### src/rtl/exc_seq_pkg.sv
package exc_seq_pkg;

  typedef enum logic [3:0] {
    ST_IDLE,
    ST_RSR,
    ST_RLD,
    ST_CAPT,
    ST_PUSH,
    ST_VEC,
    ST_FIN,
    ST_DONE
  } seq_state_t;

  localparam int SR_SUPER_BIT  = 13;
  localparam int SR_TRACE_BIT  = 15;
  localparam logic [15:0] SR_RESET_VAL = 16'h2700;
  localparam int SHORT_WORDS   = 3;
  localparam int LONG_WORDS    = 7;

  function automatic logic [2:0] frame_words(input logic long_f);
    return long_f ? 3'(LONG_WORDS) : 3'(SHORT_WORDS);
  endfunction

  function automatic logic [31:0] frame_bytes(input logic long_f);
    return {28'd0, frame_words(long_f), 1'b0};
  endfunction

  function automatic logic [15:0] entry_sr(input logic [15:0] old_sr);
    logic [15:0] r;
    r = old_sr;
    r[SR_SUPER_BIT] = 1'b1;
    r[SR_TRACE_BIT] = 1'b0;
    return r;
  endfunction

  function automatic logic [31:0] even_addr(input logic [31:0] a);
    return {a[31:1], 1'b0};
  endfunction

  function automatic logic [31:0] word_offset(input logic [2:0] k);
    return {28'd0, k, 1'b0};
  endfunction

endpackage

### src/rtl/exc_stack_bank.sv
module exc_stack_bank
  import exc_seq_pkg::*;
(
  input  logic [15:0] old_sr,
  input  logic [31:0] sp_rd,
  input  logic [31:0] ssp_rd,
  input  logic        long_frame,
  output logic        swap,
  output logic [31:0] frame_base
);
  logic [31:0] top_sp;

  always_comb begin
    swap       = ~old_sr[SR_SUPER_BIT];
    top_sp     = swap ? ssp_rd : sp_rd;
    frame_base = top_sp - frame_bytes(long_frame);
  end
endmodule

### src/rtl/exc_frame_builder.sv
module exc_frame_builder
  import exc_seq_pkg::*;
(
  input  logic        long_frame,
  input  logic [2:0]  word_idx,
  input  logic [31:0] frame_base,
  input  logic [15:0] saved_sr,
  input  logic [15:0] code,
  input  logic [15:0] opcode,
  input  logic [31:0] fault_addr,
  input  logic [31:0] inst_addr,
  input  logic [31:0] ret_pc,
  output logic [31:0] word_addr,
  output logic [15:0] word_data,
  output logic        last_word
);
  always_comb begin
    word_addr = frame_base + word_offset(word_idx);
    last_word = (word_idx == frame_words(long_frame) - 3'd1);
    word_data = 16'h0000;
    if (long_frame) begin
      case (word_idx)
        3'd0:    word_data = code;
        3'd1:    word_data = fault_addr[31:16];
        3'd2:    word_data = fault_addr[15:0];
        3'd3:    word_data = opcode;
        3'd4:    word_data = saved_sr;
        3'd5:    word_data = inst_addr[31:16];
        3'd6:    word_data = inst_addr[15:0];
        default: word_data = 16'h0000;
      endcase
    end else begin
      case (word_idx)
        3'd0:    word_data = saved_sr;
        3'd1:    word_data = ret_pc[31:16];
        3'd2:    word_data = ret_pc[15:0];
        default: word_data = 16'h0000;
      endcase
    end
  end
endmodule

### src/rtl/exc_entry_seq.sv
module exc_entry_seq
  import exc_seq_pkg::*;
#(
  parameter int VEC_W = 8
) (
  input  logic             clk,
  input  logic             rst_n,
  input  logic             req_valid,
  output logic             req_ready,
  input  logic [VEC_W-1:0] req_vector,
  input  logic             req_long,
  input  logic [15:0]      req_code,
  input  logic [31:0]      req_fault_addr,
  input  logic [15:0]      req_opcode,
  input  logic [31:0]      req_inst_addr,
  input  logic [31:0]      req_pc,
  output logic             done,
  output logic             trace_cancel,
  output logic             stop_clear,
  output logic             mem_req,
  output logic             mem_we,
  output logic [31:0]      mem_addr,
  output logic [15:0]      mem_wdata,
  input  logic [15:0]      mem_rdata,
  input  logic             mem_ack,
  input  logic             mem_fault,
  input  logic [15:0]      sr_rd,
  output logic             sr_we,
  output logic [15:0]      sr_wdata,
  input  logic [31:0]      sp_rd,
  input  logic [31:0]      ssp_rd,
  output logic             sp_we,
  output logic [31:0]      sp_wdata,
  output logic             usp_we,
  output logic [31:0]      usp_wdata,
  output logic             pc_we,
  output logic [31:0]      pc_wdata
);
  localparam int VA_PAD = 32 - VEC_W - 2;

  seq_state_t       state;
  logic [2:0]       idx;
  logic [15:0]      hi_q;
  logic [31:0]      sp_q;
  logic [31:0]      pc_q;
  logic [15:0]      old_sr_q;
  logic [VEC_W-1:0] vec_q;
  logic             long_q;
  logic [15:0]      code_q;
  logic [15:0]      opc_q;
  logic [31:0]      faddr_q;
  logic [31:0]      iaddr_q;
  logic [31:0]      rpc_q;

  logic        swap;
  logic [31:0] frame_base;
  logic [31:0] push_addr;
  logic [15:0] push_data;
  logic        push_last;
  logic [31:0] vec_addr;

  // Named events for the checker
  logic ev_accept;
  logic ev_bus_fire;
  logic ev_vec_fault;

  exc_stack_bank u_bank (
    .old_sr     (sr_rd),
    .sp_rd      (sp_rd),
    .ssp_rd     (ssp_rd),
    .long_frame (long_q),
    .swap       (swap),
    .frame_base (frame_base)
  );

  exc_frame_builder u_frame (
    .long_frame (long_q),
    .word_idx   (idx),
    .frame_base (sp_q),
    .saved_sr   (old_sr_q),
    .code       (code_q),
    .opcode     (opc_q),
    .fault_addr (faddr_q),
    .inst_addr  (iaddr_q),
    .ret_pc     (rpc_q),
    .word_addr  (push_addr),
    .word_data  (push_data),
    .last_word  (push_last)
  );

  assign vec_addr     = {{VA_PAD{1'b0}}, vec_q, 2'b00} | {30'd0, idx[0], 1'b0};
  assign ev_accept    = (state == ST_IDLE) && req_valid;
  assign ev_bus_fire  = mem_req && mem_ack;
  assign ev_vec_fault = (state == ST_VEC) && mem_ack && mem_fault;

  always_ff @(posedge clk or negedge rst_n) begin
    if (!rst_n) begin
      state    <= ST_RSR;
      idx      <= '0;
      hi_q     <= '0;
      sp_q     <= '0;
      pc_q     <= '0;
      old_sr_q <= '0;
      vec_q    <= '0;
      long_q   <= 1'b0;
      code_q   <= '0;
      opc_q    <= '0;
      faddr_q  <= '0;
      iaddr_q  <= '0;
      rpc_q    <= '0;
    end else begin
      case (state)
        ST_IDLE: begin
          if (req_valid) begin
            vec_q   <= req_vector;
            long_q  <= req_long;
            code_q  <= req_code;
            opc_q   <= req_opcode;
            faddr_q <= req_fault_addr;
            iaddr_q <= req_inst_addr;
            rpc_q   <= req_pc;
            state   <= ST_CAPT;
          end
        end
        ST_CAPT: begin
          old_sr_q <= sr_rd;
          sp_q     <= frame_base;
          idx      <= '0;
          state    <= ST_PUSH;
        end
        ST_PUSH: begin
          if (mem_ack) begin
            if (push_last) begin
              idx   <= '0;
              state <= ST_VEC;
            end else begin
              idx <= idx + 3'd1;
            end
          end
        end
        ST_VEC: begin
          if (mem_ack) begin
            if (mem_fault) begin
              idx   <= '0;
              state <= ST_RSR;
            end else if (idx == 3'd0) begin
              hi_q <= mem_rdata;
              idx  <= 3'd1;
            end else begin
              pc_q  <= {hi_q, mem_rdata};
              state <= ST_FIN;
            end
          end
        end
        ST_RSR: begin
          idx   <= '0;
          state <= ST_RLD;
        end
        ST_RLD: begin
          if (mem_ack) begin
            idx <= idx + 3'd1;
            case (idx[1:0])
              2'd0: hi_q <= mem_rdata;
              2'd1: sp_q <= even_addr({hi_q, mem_rdata});
              2'd2: hi_q <= mem_rdata;
              default: begin
                pc_q  <= {hi_q, mem_rdata};
                state <= ST_FIN;
              end
            endcase
          end
        end
        ST_FIN:  state <= ST_DONE;
        ST_DONE: state <= ST_IDLE;
        default: state <= ST_IDLE;
      endcase
    end
  end

  always_comb begin
    mem_req   = 1'b0;
    mem_we    = 1'b0;
    mem_addr  = '0;
    mem_wdata = '0;
    case (state)
      ST_PUSH: begin
        mem_req   = 1'b1;
        mem_we    = 1'b1;
        mem_addr  = push_addr;
        mem_wdata = push_data;
      end
      ST_VEC: begin
        mem_req  = 1'b1;
        mem_addr = vec_addr;
      end
      ST_RLD: begin
        mem_req  = 1'b1;
        mem_addr = word_offset({1'b0, idx[1:0]});
      end
      default: ;
    endcase
  end

  assign req_ready    = (state == ST_IDLE);
  assign trace_cancel = (state == ST_CAPT);
  assign stop_clear   = (state == ST_RSR);
  assign sr_we        = (state == ST_CAPT) || (state == ST_RSR);
  assign sr_wdata     = (state == ST_RSR) ? SR_RESET_VAL : entry_sr(sr_rd);
  assign usp_we       = (state == ST_CAPT) && swap;
  assign usp_wdata    = sp_rd;
  assign pc_we        = (state == ST_FIN);
  assign pc_wdata     = pc_q;
  assign sp_we        = (state == ST_FIN);
  assign sp_wdata     = sp_q;
  assign done         = (state == ST_DONE);

endmodule

### config.mk
export PLATFORM = sky130hd
export DESIGN_NAME = exc_entry_seq
export DESIGN_NICKNAME = d
export VERILOG_FILES = /design/src/rtl/exc_seq_pkg.sv /design/src/rtl/exc_stack_bank.sv /design/src/rtl/exc_frame_builder.sv /design/src/rtl/exc_entry_seq.sv
export SDC_FILE = /design/constraint.sdc
export NUM_CORES = 1
export LEC_CHECK = 0
export BUFFER_PORTS_ARGS = -buffer_cell sky130_fd_sc_hd__buf_4
export CORE_ASPECT_RATIO = 1.1
export CORE_MARGIN = 3
export CORE_UTILIZATION = 48
export CTS_CLUSTER_SIZE = 30
export DETAILED_ROUTE_END_ITERATION = 8
export PLACE_DENSITY = 0.83
export REMOVE_ABC_BUFFERS = 1
export SYNTH_ARGS = -nofsm -noshare
export SYNTH_HDL_FRONTEND = slang
export SYNTH_HIERARCHICAL = 1
export SYNTH_SLANG_ARGS = --single-unit
### constraint.sdc
create_clock -name clk -period 2.5 [get_ports clk]
set_clock_uncertainty 0.2 [all_clocks]
set_input_delay 0 -clock clk [delete_from_list [all_inputs] [get_ports clk]]
set_output_delay 0 -clock clk [all_outputs]
set_load 0.02 [all_outputs]
==> results.py <==
metrics = {
    "final_layout": {
        "final_core_util_pct": 78.6,
        "n_antenna_cell": 0,
        "final_cell_mix": "buf_4, dlygate4sd3_1, dfrtp_1",
        "syn2layout_area_growth_pct": 59.7,
        "fillers": 1466,
        "fin_nets": 2156,
        "drive_above_1_share_pct": 39.9,
        "final_common_cell": "buf_4",
        "final_cell_area_um2": 22100,
    },
    "synthesis": {
        "ys_types": 79,
        "synth_edf_count": 0,
        "synthCells": 1213,
        "netlist_area_um2": 13800,
        "avgSynthCellArea_um2": 11.4,
        "synth_seq_cells": 239,
        "yosysWarnings": 6,
        "ys_seq_area_share_pct": 43.2,
        "synth_ff_type": "dfrtp_1",
        "async_reset_ff_share_pct": 100,
    },
    "route": {
        "wire_per_inst_um": 27.7,
        "met3_length_mm": 6.51,
        "met1Wirelength_mm": 21.4,
        "via_per_inst": 6.18,
        "highest_layer": "met5",
        "drt-total-wl_mm": 63.3,
        "drt_iter0_markers": 1585,
        "drt_drc_violations_left": 0,
        "num_vias": 14100,
        "drt_first_pass_iters": 7,
        "antenna_left": 0,
        "wl_met2_mm": 30.3,
    },
    "clocking": {
        "clock_sinks": 239,
        "clkTransAtPathRegs_ps": 70,
        "h-tree-depth": 1,
        "tritoncts": "done",
        "clkLatencyLatePin_ps": 540,
        "clk_path_buf_depth": 3,
        "numCtsBuffers": 27,
        "cts_root_buffer": "clkbuf_16",
    },
    "global_routing": {
        "grt_pass1_wl_mm": 88.3,
        "grt_pass1_vias": 14800,
        "antenna_found_initial": 3,
        "grt_max_degree": 75,
        "grt_use_total_pct": 36.8,
        "overflow": 0,
    },
    "floorplanning": {
        "die-height_um": 184,
        "rows": 64,
        "die_w_um": 168,
        "core_um2": 28100,
        "pin_count": 408,
        "start_util_pct": 49.2,
        "dieArea_um2": 30900,
    },
    "setup_path": {
        "cpMostUsedCell": "buf_4",
        "path_class": "reg2out",
        "path_cells": "buf_4 > buf_12 > and2b_2 > buf_8 > a22oi_1 > o221ai_1 > a22o_1 > and2_1 > buf_4",
        "cpMaxStageDelayCell": "dfrtp_2",
        "crit_buf_inv": 4,
        "critPathRequiredTime_ps": 2300,
        "cpLargestDelayFamily": "compound AO/OA/AOI/OAI gates",
        "cp_max_fo": 9,
        "arrival_ps": 2660,
        "worstSetupStartpointType": "flop",
        "slowest_delay_ps": 420,
        "cp_num_cells": 9,
        "endpoint_kind": "output pin",
        "r2r_cells": 10,
        "r2r_setup_slack_ps": -70,
    },
    "sta": {
        "min_period_over_period_pct": 114,
        "finalHoldViolations": 0,
        "max_slew_margin_pct": 59.4,
        "finalSetupViolCount": 47,
        "rsz0062_at_grt": "yes",
        "worst_slew_pin_slew_ps": 609,
        "setup_ws_ps": -360,
        "final_max_slew_viol_count": 0,
        "post-route-min-period_ps": 2860,
        "clock.fmax_mhz": 350,
    },
    "outcome": {
        "violations": "negative setup slack",
        "status": "finished, violations left",
    },
    "power": {
        "leakagePower_nw": 10.1,
        "power_density_nw_per_um2": 1180,
        "vdd_drop_max_uv": 779,
    },
    "place": {
        "io_buffer_count": 405,
        "hpwl_mm": 35.1,
        "place.gp.congestion": 0.991,
        "place_ws_ps": -112,
        "postPlaceCellArea_um2": 17400,
    },
    "hold_path": {
        "hold_class": "in2out",
        "whs_path_depth": 2,
    },
    "run": {
        "drv_cap": 0,
    },
}
repair_timing:
action                                  4_1_cts  5_1_grt
gates resized for setup                      97       89
hold endpoints to repair                    461        2
hold buffers                                249        1
setup buffers                                24       22
endpoints found under the setup margin       66       88
pin swaps                                    37       43
gates cloned                                  7        1
cell families after synthesis:
group | count (synthesis) | synth area share (%)
AO/OA/AOI/OAI | 151 | 7.19
XOR/XNOR | 61 | 3.86
adder cells (fa/ha/maj) | 11 | 1.05
buffers and inverters | 127 | 5.43
flip-flops | 239 | 43.2
multiplexers | 328 | 27.4
other | 2 | 0.0543
AND/OR/NAND/NOR | 294 | 11.7
registers in the layout (all words and copies together), names as in the netlist:
| name | flops |
|---|---|
| hi_q | 16 |
| old_sr_q | 16 |
| opc_q | 16 |
| pc_wdata | 32 |
| rpc_q | 32 |
| faddr_q | 32 |
| sp_wdata | 32 |
| vec_q | 8 |
| code_q | 16 |
| iaddr_q | 32 |
| state | 3 |
| long_q | 1 |
| idx | 3 |
worst register-to-register path, cell delays in order, from the launching register on:
cell,delay (ps)
dfrtp_1,400
inv_2,80
ha_4,210
nand4b_1,170
nand4b_4,140
or3b_4,540
nor3_4,220
xnor2_1,160
mux2i_1,110
mux2i_1,160
o21ai_1,70
power breakdown:
group	leakage [nW]	total (mW)	switching, mW	internal [mW]
clock network	0.472	4.39	1.77	2.62
registers	2.89	7.72	1.89	5.83
logic	6.69	13.9	7.25	6.70
metrics by stage:
step	power, mW	instances	TNS [ps]	hold slack, ps
2_1_floorplan	13.4	1102	-1376920	-496
3_3_place_gp	17.7	1944	-139	-173
3_5_place_dp	18.1	1944	-430	-172
4_1_cts	24.0	2271	-8040	1.13
5_1_grt	26.8	2289	-11860	21.5
6_report	26.1	2289	-8870	9.01
layout make-up:
cell class	instances	area, um2	area share, %
Multi-Input combinational cell	848	7690	34.8
Timing Repair Buffer	775	6930	31.4
Sequential cell	239	5990	27.1
Clock buffer	35	786	3.56
Tap cell	363	454	2.06
Clock inverter	13	180	0.815
Inverter	16	67.6	0.306
Yosys cell counts (all sizes together) (8+ instances only):
cell,number,area share [%]
a21oi,22,0.80
dfrtp,238,43
o22ai,8,0.36
mux2,217,19
nand3,18,0.69
nor2,61,1.7
a22o,10,0.63
and2,43,1.9
a22oi,13,0.71
o21ai,59,2.2
nand2,62,1.7
xnor2,44,2.8
xor2,17,1.1
clkbuf,20,0.54
nor2b,16,0.72
mux2i,104,7.6
nand4,16,0.77
ha,10,0.90
inv,16,0.43
buf,91,4.5
nor3,25,0.90
routing by layer:
layer / vias up / GRT usage, %
met3: 404 / 8.43
met2: 1261 / 63.8
li1: 5684 / -
met1: 6791 / 41.8
met5: - / 0
met4: 6 / 21.5
final timing paths:
check                       startpoint       endpoint
max reg2reg                     long_q   sp_wdata[24]
max in group asynchronous        rst_n   sp_wdata[13]
min in group asynchronous        rst_n    iaddr_q[11]
min                           sp_rd[0]   usp_wdata[0]
min reg2reg                iaddr_q[31]    iaddr_q[31]
max                             idx[0]  mem_wdata[15]
Power figures use the tool's default switching activity.
